### src/rtl/wc_pkg.sv
package wc_pkg;
    typedef enum logic [1:0] {
        ST_IDLE   = 2'd0,
        ST_EMIT   = 2'd1,
        ST_FINISH = 2'd2
    } wc_state_e;
endpackage

### src/rtl/wc_lane_encoder.sv
module wc_lane_encoder #(
    parameter int NUM_WARPS = 4,
    localparam int WIDX_W   = (NUM_WARPS > 1) ? $clog2(NUM_WARPS) : 1
) (
    input  logic                 clk,
    input  logic                 rst_n,
    input  logic                 load_i,
    input  logic [NUM_WARPS-1:0] col_i,
    input  logic                 advance_i,
    output logic                 hit_o,
    output logic [WIDX_W-1:0]    widx_o,
    output logic                 remain_o
);
    logic [NUM_WARPS-1:0] col_q;
    logic [NUM_WARPS-1:0] pick;

    // isolate lowest set bit of the column
    always_comb begin
        pick = col_q & (~col_q + {{(NUM_WARPS-1){1'b0}}, 1'b1});
    end

    always_comb begin
        widx_o = '0;
        for (int w = NUM_WARPS - 1; w >= 0; w--) begin
            if (col_q[w]) begin
                widx_o = WIDX_W'(w);
            end
        end
    end

    assign hit_o    = |col_q;
    assign remain_o = |(col_q & ~pick);

    always_ff @(posedge clk) begin
        if (!rst_n) begin
            col_q <= '0;
        end else if (load_i) begin
            col_q <= col_i;
        end else if (advance_i) begin
            col_q <= col_q & ~pick;
        end
    end

    AST_COL_SHRINKS: assert property (@(posedge clk) disable iff (!rst_n)
        (advance_i && !load_i && hit_o) |=> ($countones(col_q) == $countones($past(col_q)) - 1));
    AST_COL_HOLDS: assert property (@(posedge clk) disable iff (!rst_n)
        (!advance_i && !load_i) |=> $stable(col_q));
endmodule

### src/rtl/wc_ctrl.sv
module wc_ctrl
    import wc_pkg::*;
(
    input  logic clk,
    input  logic rst_n,
    input  logic start_i,
    input  logic mask_nz_i,
    input  logic more_i,
    output logic load_o,
    output logic advance_o,
    output logic warp_valid_o,
    output logic busy_o,
    output logic done_o
);
    wc_state_e state_q, state_d;

    always_comb begin
        state_d = state_q;
        unique case (state_q)
            ST_IDLE: begin
                if (start_i) begin
                    state_d = mask_nz_i ? ST_EMIT : ST_FINISH;   // GO / EMPTY
                end
            end
            ST_EMIT: begin
                state_d = more_i ? ST_EMIT : ST_FINISH;          // STAY / LAST
            end
            ST_FINISH: begin
                state_d = ST_IDLE;                               // RETIRE
            end
            default: state_d = ST_IDLE;
        endcase
    end

    always_ff @(posedge clk) begin
        if (!rst_n) begin
            state_q <= ST_IDLE;
        end else begin
            state_q <= state_d;
        end
    end

    always_comb begin
        load_o       = 1'b0;
        advance_o    = 1'b0;
        warp_valid_o = 1'b0;
        busy_o       = 1'b0;
        done_o       = 1'b0;
        unique case (state_q)
            ST_IDLE:   load_o = start_i;
            ST_EMIT: begin
                advance_o    = 1'b1;
                warp_valid_o = 1'b1;
                busy_o       = 1'b1;
            end
            ST_FINISH: done_o = 1'b1;
            default: ;
        endcase
    end

    AST_DONE_PULSE: assert property (@(posedge clk) disable iff (!rst_n)
        done_o |=> !done_o);
    AST_ZERO_MASK_DONE: assert property (@(posedge clk) disable iff (!rst_n)
        (state_q == ST_IDLE && start_i && !mask_nz_i) |=> (done_o && !warp_valid_o));
    AST_LOAD_ONLY_IDLE: assert property (@(posedge clk) disable iff (!rst_n)
        busy_o |-> !load_o);
endmodule

### src/rtl/warp_compactor.sv
module warp_compactor #(
    parameter int NUM_WARPS = 4,
    parameter int LANES     = 4,
    localparam int THREADS  = NUM_WARPS * LANES,
    localparam int TID_W    = (THREADS > 1) ? $clog2(THREADS) : 1,
    localparam int WIDX_W   = (NUM_WARPS > 1) ? $clog2(NUM_WARPS) : 1
) (
    input  logic                     clk,
    input  logic                     rst_n,
    input  logic                     start_i,
    input  logic [THREADS-1:0]       mask_i,
    output logic                     warp_valid_o,
    output logic [LANES-1:0]         lane_valid_o,
    output logic [LANES*TID_W-1:0]   lane_tid_o,
    output logic                     busy_o,
    output logic                     done_o
);
    logic             load;
    logic             advance;
    logic [LANES-1:0] hit;
    logic [LANES-1:0] remain;

    wc_ctrl u_ctrl (
        .clk          (clk),
        .rst_n        (rst_n),
        .start_i      (start_i),
        .mask_nz_i    (|mask_i),
        .more_i       (|remain),
        .load_o       (load),
        .advance_o    (advance),
        .warp_valid_o (warp_valid_o),
        .busy_o       (busy_o),
        .done_o       (done_o)
    );

    for (genvar l = 0; l < LANES; l++) begin : g_lane
        logic [NUM_WARPS-1:0] column;
        logic [WIDX_W-1:0]    widx;

        for (genvar w = 0; w < NUM_WARPS; w++) begin : g_col
            assign column[w] = mask_i[w*LANES + l];
        end

        wc_lane_encoder #(.NUM_WARPS(NUM_WARPS)) u_enc (
            .clk       (clk),
            .rst_n     (rst_n),
            .load_i    (load),
            .col_i     (column),
            .advance_i (advance),
            .hit_o     (hit[l]),
            .widx_o    (widx),
            .remain_o  (remain[l])
        );

        assign lane_valid_o[l] = warp_valid_o & hit[l];
        assign lane_tid_o[l*TID_W +: TID_W] = lane_valid_o[l]
            ? TID_W'(TID_W'(widx) * TID_W'(LANES) + TID_W'(l)) : '0;
    end

    AST_WARP_NONEMPTY: assert property (@(posedge clk) disable iff (!rst_n)
        warp_valid_o |-> (|lane_valid_o));
    AST_LANES_NEED_WARP: assert property (@(posedge clk) disable iff (!rst_n)
        !warp_valid_o |-> (lane_valid_o == '0));
    AST_VALID_NOT_DONE: assert property (@(posedge clk) disable iff (!rst_n)
        warp_valid_o |-> !done_o);
endmodule

### config.mk
export PLATFORM = sky130hd
export DESIGN_NAME = warp_compactor
export DESIGN_NICKNAME = d
export VERILOG_FILES = /design/src/rtl/wc_pkg.sv /design/src/rtl/wc_lane_encoder.sv /design/src/rtl/wc_ctrl.sv /design/src/rtl/warp_compactor.sv
export SDC_FILE = /design/constraint.sdc
export NUM_CORES = 1
export LEC_CHECK = 0
export ABC_AREA = 1
export BUFFER_PORTS_ARGS = -buffer_cell sky130_fd_sc_hd__buf_4
export CORE_MARGIN = 3
export CORE_UTILIZATION = 36
export CTS_BUF_LIST = sky130_fd_sc_hd__clkbuf_8
export DETAILED_ROUTE_END_ITERATION = 8
export HOLD_SLACK_MARGIN = 0.03
export PLACE_DENSITY_LB_ADDON = 0.2
export SYNTH_ARGS = -nofsm -noshare
export SYNTH_HDL_FRONTEND = slang
export SYNTH_HIERARCHICAL = 1
export SYNTH_SLANG_ARGS = --single-unit
### constraint.sdc
create_clock -name clk -period 3.95 [get_ports clk]
set_clock_uncertainty 0.1 [all_clocks]
set_input_delay 0.395 -clock clk [delete_from_list [all_inputs] [get_ports clk]]
set_output_delay 0.395 -clock clk [all_outputs]
set_load 0.01 [all_outputs]
==> summary.md <==
| Metric | Value |
|---|---|
| # nets final | `approximately 280` |
| Net Sw Frac | `a little over a third` |
| Vias | `1335` |
| Area leader, netlist | `dfxtp_1` |
| Crit start category | `flop` |
| Port bufs | `37` |
| Clk pwr share | `24.8%` |
| Clock Path Buffers | `2` |
| CTS Buf Count | `3` |
| Synthesized area | `1300 um^2` |
| Routed Antenna Nets | `0` |
| Worst path slowest cell | `dfxtp_1` |
| Die area | `4370 um^2` |
| Status | `completed` |
| Die W | `between 60 and 70 um` |
| DP Worst Slack | `about 2 ns` |
| Vias in the first global route | `approximately 1200` |
| Worst-Skew Late Latency | `0.26 ns` |
| Class of the worst hold path | `in2reg` |
| Worst Setup SP | `u_ctrl/state_q[0]` |
| Reg-to-reg critical path startpoint | `u_ctrl/state_q[0]` |
| Total of max-cap violations | `0` |
| Peak supply drop | `0.166 mV` |
| CTS H-tree depth | `1` |
| Final min period | `between 2 and 2.5 ns` |
| Post-synth top cells | `nand2_1, inv_1, nor2_1, a21oi_1, dfxtp_1` |
| Predominant post-synthesis flop cell | `dfxtp_1` |
| Routability Congestion | `about 0.8` |
| Final setup fails | `0` |
| DR vias/cell | `between 4 and 5` |
| Hold_ws | `0.302 ns` |
| Yosys cell types | `13` |
| Combinational Power Share | `between 30% and 40%` |
| Drt first pass iters | `4` |
| Drt drc | `0` |
| Starting Density | `between 30% and 40%` |
| Max incr delay on CP | `about 0.43 ns` |
| PD cells | `approximately 330 nW/um^2` |
| P&R area growth vs syn | `25.6%` |
| I/O pin count | `between 40 and 50` |
| Final wirelength | `~2.9 mm` |
| CTS root buf | `clkbuf_8` |
| Setup TNS Final | `0 ns` |
| First-pass GRT wire length | `a little over 5 mm` |
| Worst setup path class | `reg2out` |
| Antenna diodes | `0` |
| Max Transition Viols Final | `0` |
| Worst-path clk slew | `approximately 0.070 ns` |
| Worst path arrival time | `~1.7 ns` |
| Post-synth ARST share | `0%` |
| Hold buffer count at cts | `0` |
| Yosys warning count | `6` |
| Internal power | `roughly 340 uW` |
| Hold path startpoint | `mask_i[2]` |
| CP Capture Type | `output port` |
| Post-CTS Setup Bufs | `0` |
| Drt wl/cell | `roughly 9.8 um` |
| Filler cells | `~400` |
| Design Area, Final | `roughly 1600 um^2` |
| RSZ-0062 raised after global routing | `false` |
| Mean post-synth cell area | `about 6 um^2` |
| Initial antenna violation count | `0` |
| Ranking of synthesized cells by area | `dfxtp_1, nand2_1, a21oi_1, inv_1, nor2_1` |
| DP HPWL | `2.39 mm` |
| CTS tree | `built` |
| Tot Pwr | `roughly 530 uW` |
| Layout cells sized above 1 | `between 20% and 30%` |
| Total grt overflow | `0` |
| Reg power frac | `a little over 40%` |
| Post-CTS Resized | `0` |
| Core area | `between 3000 and 4000 um^2` |
| Die H | `66.1 um` |
| Drt initial violations | `a little under 80` |
| Final Hold Viols | `0` |
| Mapped Cells | `220` |
| Synthesized flop and latch total | `18` |
| Post-place instance area | `~1600 um^2` |
| Fin crit share | `a little under three fifths` |
| FP Rows | `21` |
| CTS sink count | `18` |
| Largest net degree at the start of global routing | `25` |
| CP cell instances | `inv_1 -> nor2_1 -> buf_4 -> nand2_1 -> inv_1 -> buf_4` |
| Yosys top cell area share | `between 20% and 30%` |
| Post-synth EDFFs | `0` |
| Final setup margin | `1.74 ns` |
| Leakage | `between 0.8 and 0.9 nW` |
| Most frequent cell after synthesis | `nand2_1` |
| Worst Path Required | `3.45 ns` |
| Peak Freq | `roughly 450 MHz` |
| Sw Pwr | `~190 uW` |
| Seq/Total Area, Yosys | `27.7%` |
| Crit Path Max Fanout | `9` |
| GRT Overall Usage | `15.1%` |
[registers in the layout, indices dropped and copies added (netlist names)]
register and cells:
g_lane.u_enc/col_q 16, u_ctrl/state_q 2
[final cells by class]
type / count / area (um^2) / area share, %
Sequential cell: 18 / 360 / 22.1
Inverter: 35 / 131 / 8.05
Clock buffer: 3 / 41.3 / 2.53
Multi-Input combinational cell: 160 / 749 / 45.9
Timing Repair Buffer: 39 / 293 / 17.9
Tap cell: 46 / 57.6 / 3.52
[worst max-delay path: cells and delay by family (launching register included)]
family                 cells  cell delay (ns)
and+or+nand+nor            2             0.48
buffers and inverters      4             0.55
DFF                        1             0.43
[metrics by stage]
stage / cells / util, %
2_1_floorplan: 223 / -
3_3_place_gp: 298 / 46.6
3_5_place_dp: 298 / 46.6
4_1_cts: 301 / 47.8
5_1_grt: 301 / 47.8
6_report: 301 / 47.8
[path summary, 6_finish.rpt]
check,depth (start not counted),slack [ns],endpoint
worst min register to register,2,0.43,g_lane[0].u_enc/col_q[3]
worst min-delay path,3,0.30,g_lane[2].u_enc/col_q[0]
worst max register to register,7,2.19,g_lane[0].u_enc/col_q[1]
worst max-delay path,6,1.74,lane_tid_o[12]
[power by group through the flow]
stage,Sequential [mW],Combinational [mW],Clock (mW)
floorplan,0.216,0.134,0
global placement,0.220,0.184,0
detailed placement,0.220,0.184,0
CTS,0.216,0.185,0.136
global route,0.220,0.211,0.144
finish,0.216,0.183,0.132
[metal layers]
metal	global-route usage, %	up-vias	share of wire, %
met5	0	-	0
met4	6.85	0	2.0
met3	2.72	5	3.4
met2	24.2	18	47
met1	19.5	575	48
li1	-	737	-
[cells by family after synthesis]
| family | Yosys count | synth area share, % |
|---|---|---|
| and+or+nand+nor | 120 | 40.7 |
| buffers and inverters | 45 | 15.9 |
| AOI/OAI and AO/OA | 36 | 15.4 |
| DFF | 18 | 27.7 |
| other | 1 | 0.288 |
[layout by cell type, fill, tap and decap left out, drive strengths merged]
master	instances
clkbuf	3
inv	35
nand3	10
conb	4
a21boi	8
buf	39
nor3	5
dfxtp	18
a21oi	28
nor2	49
nand2	56
(Power assumes the default switching activity.)
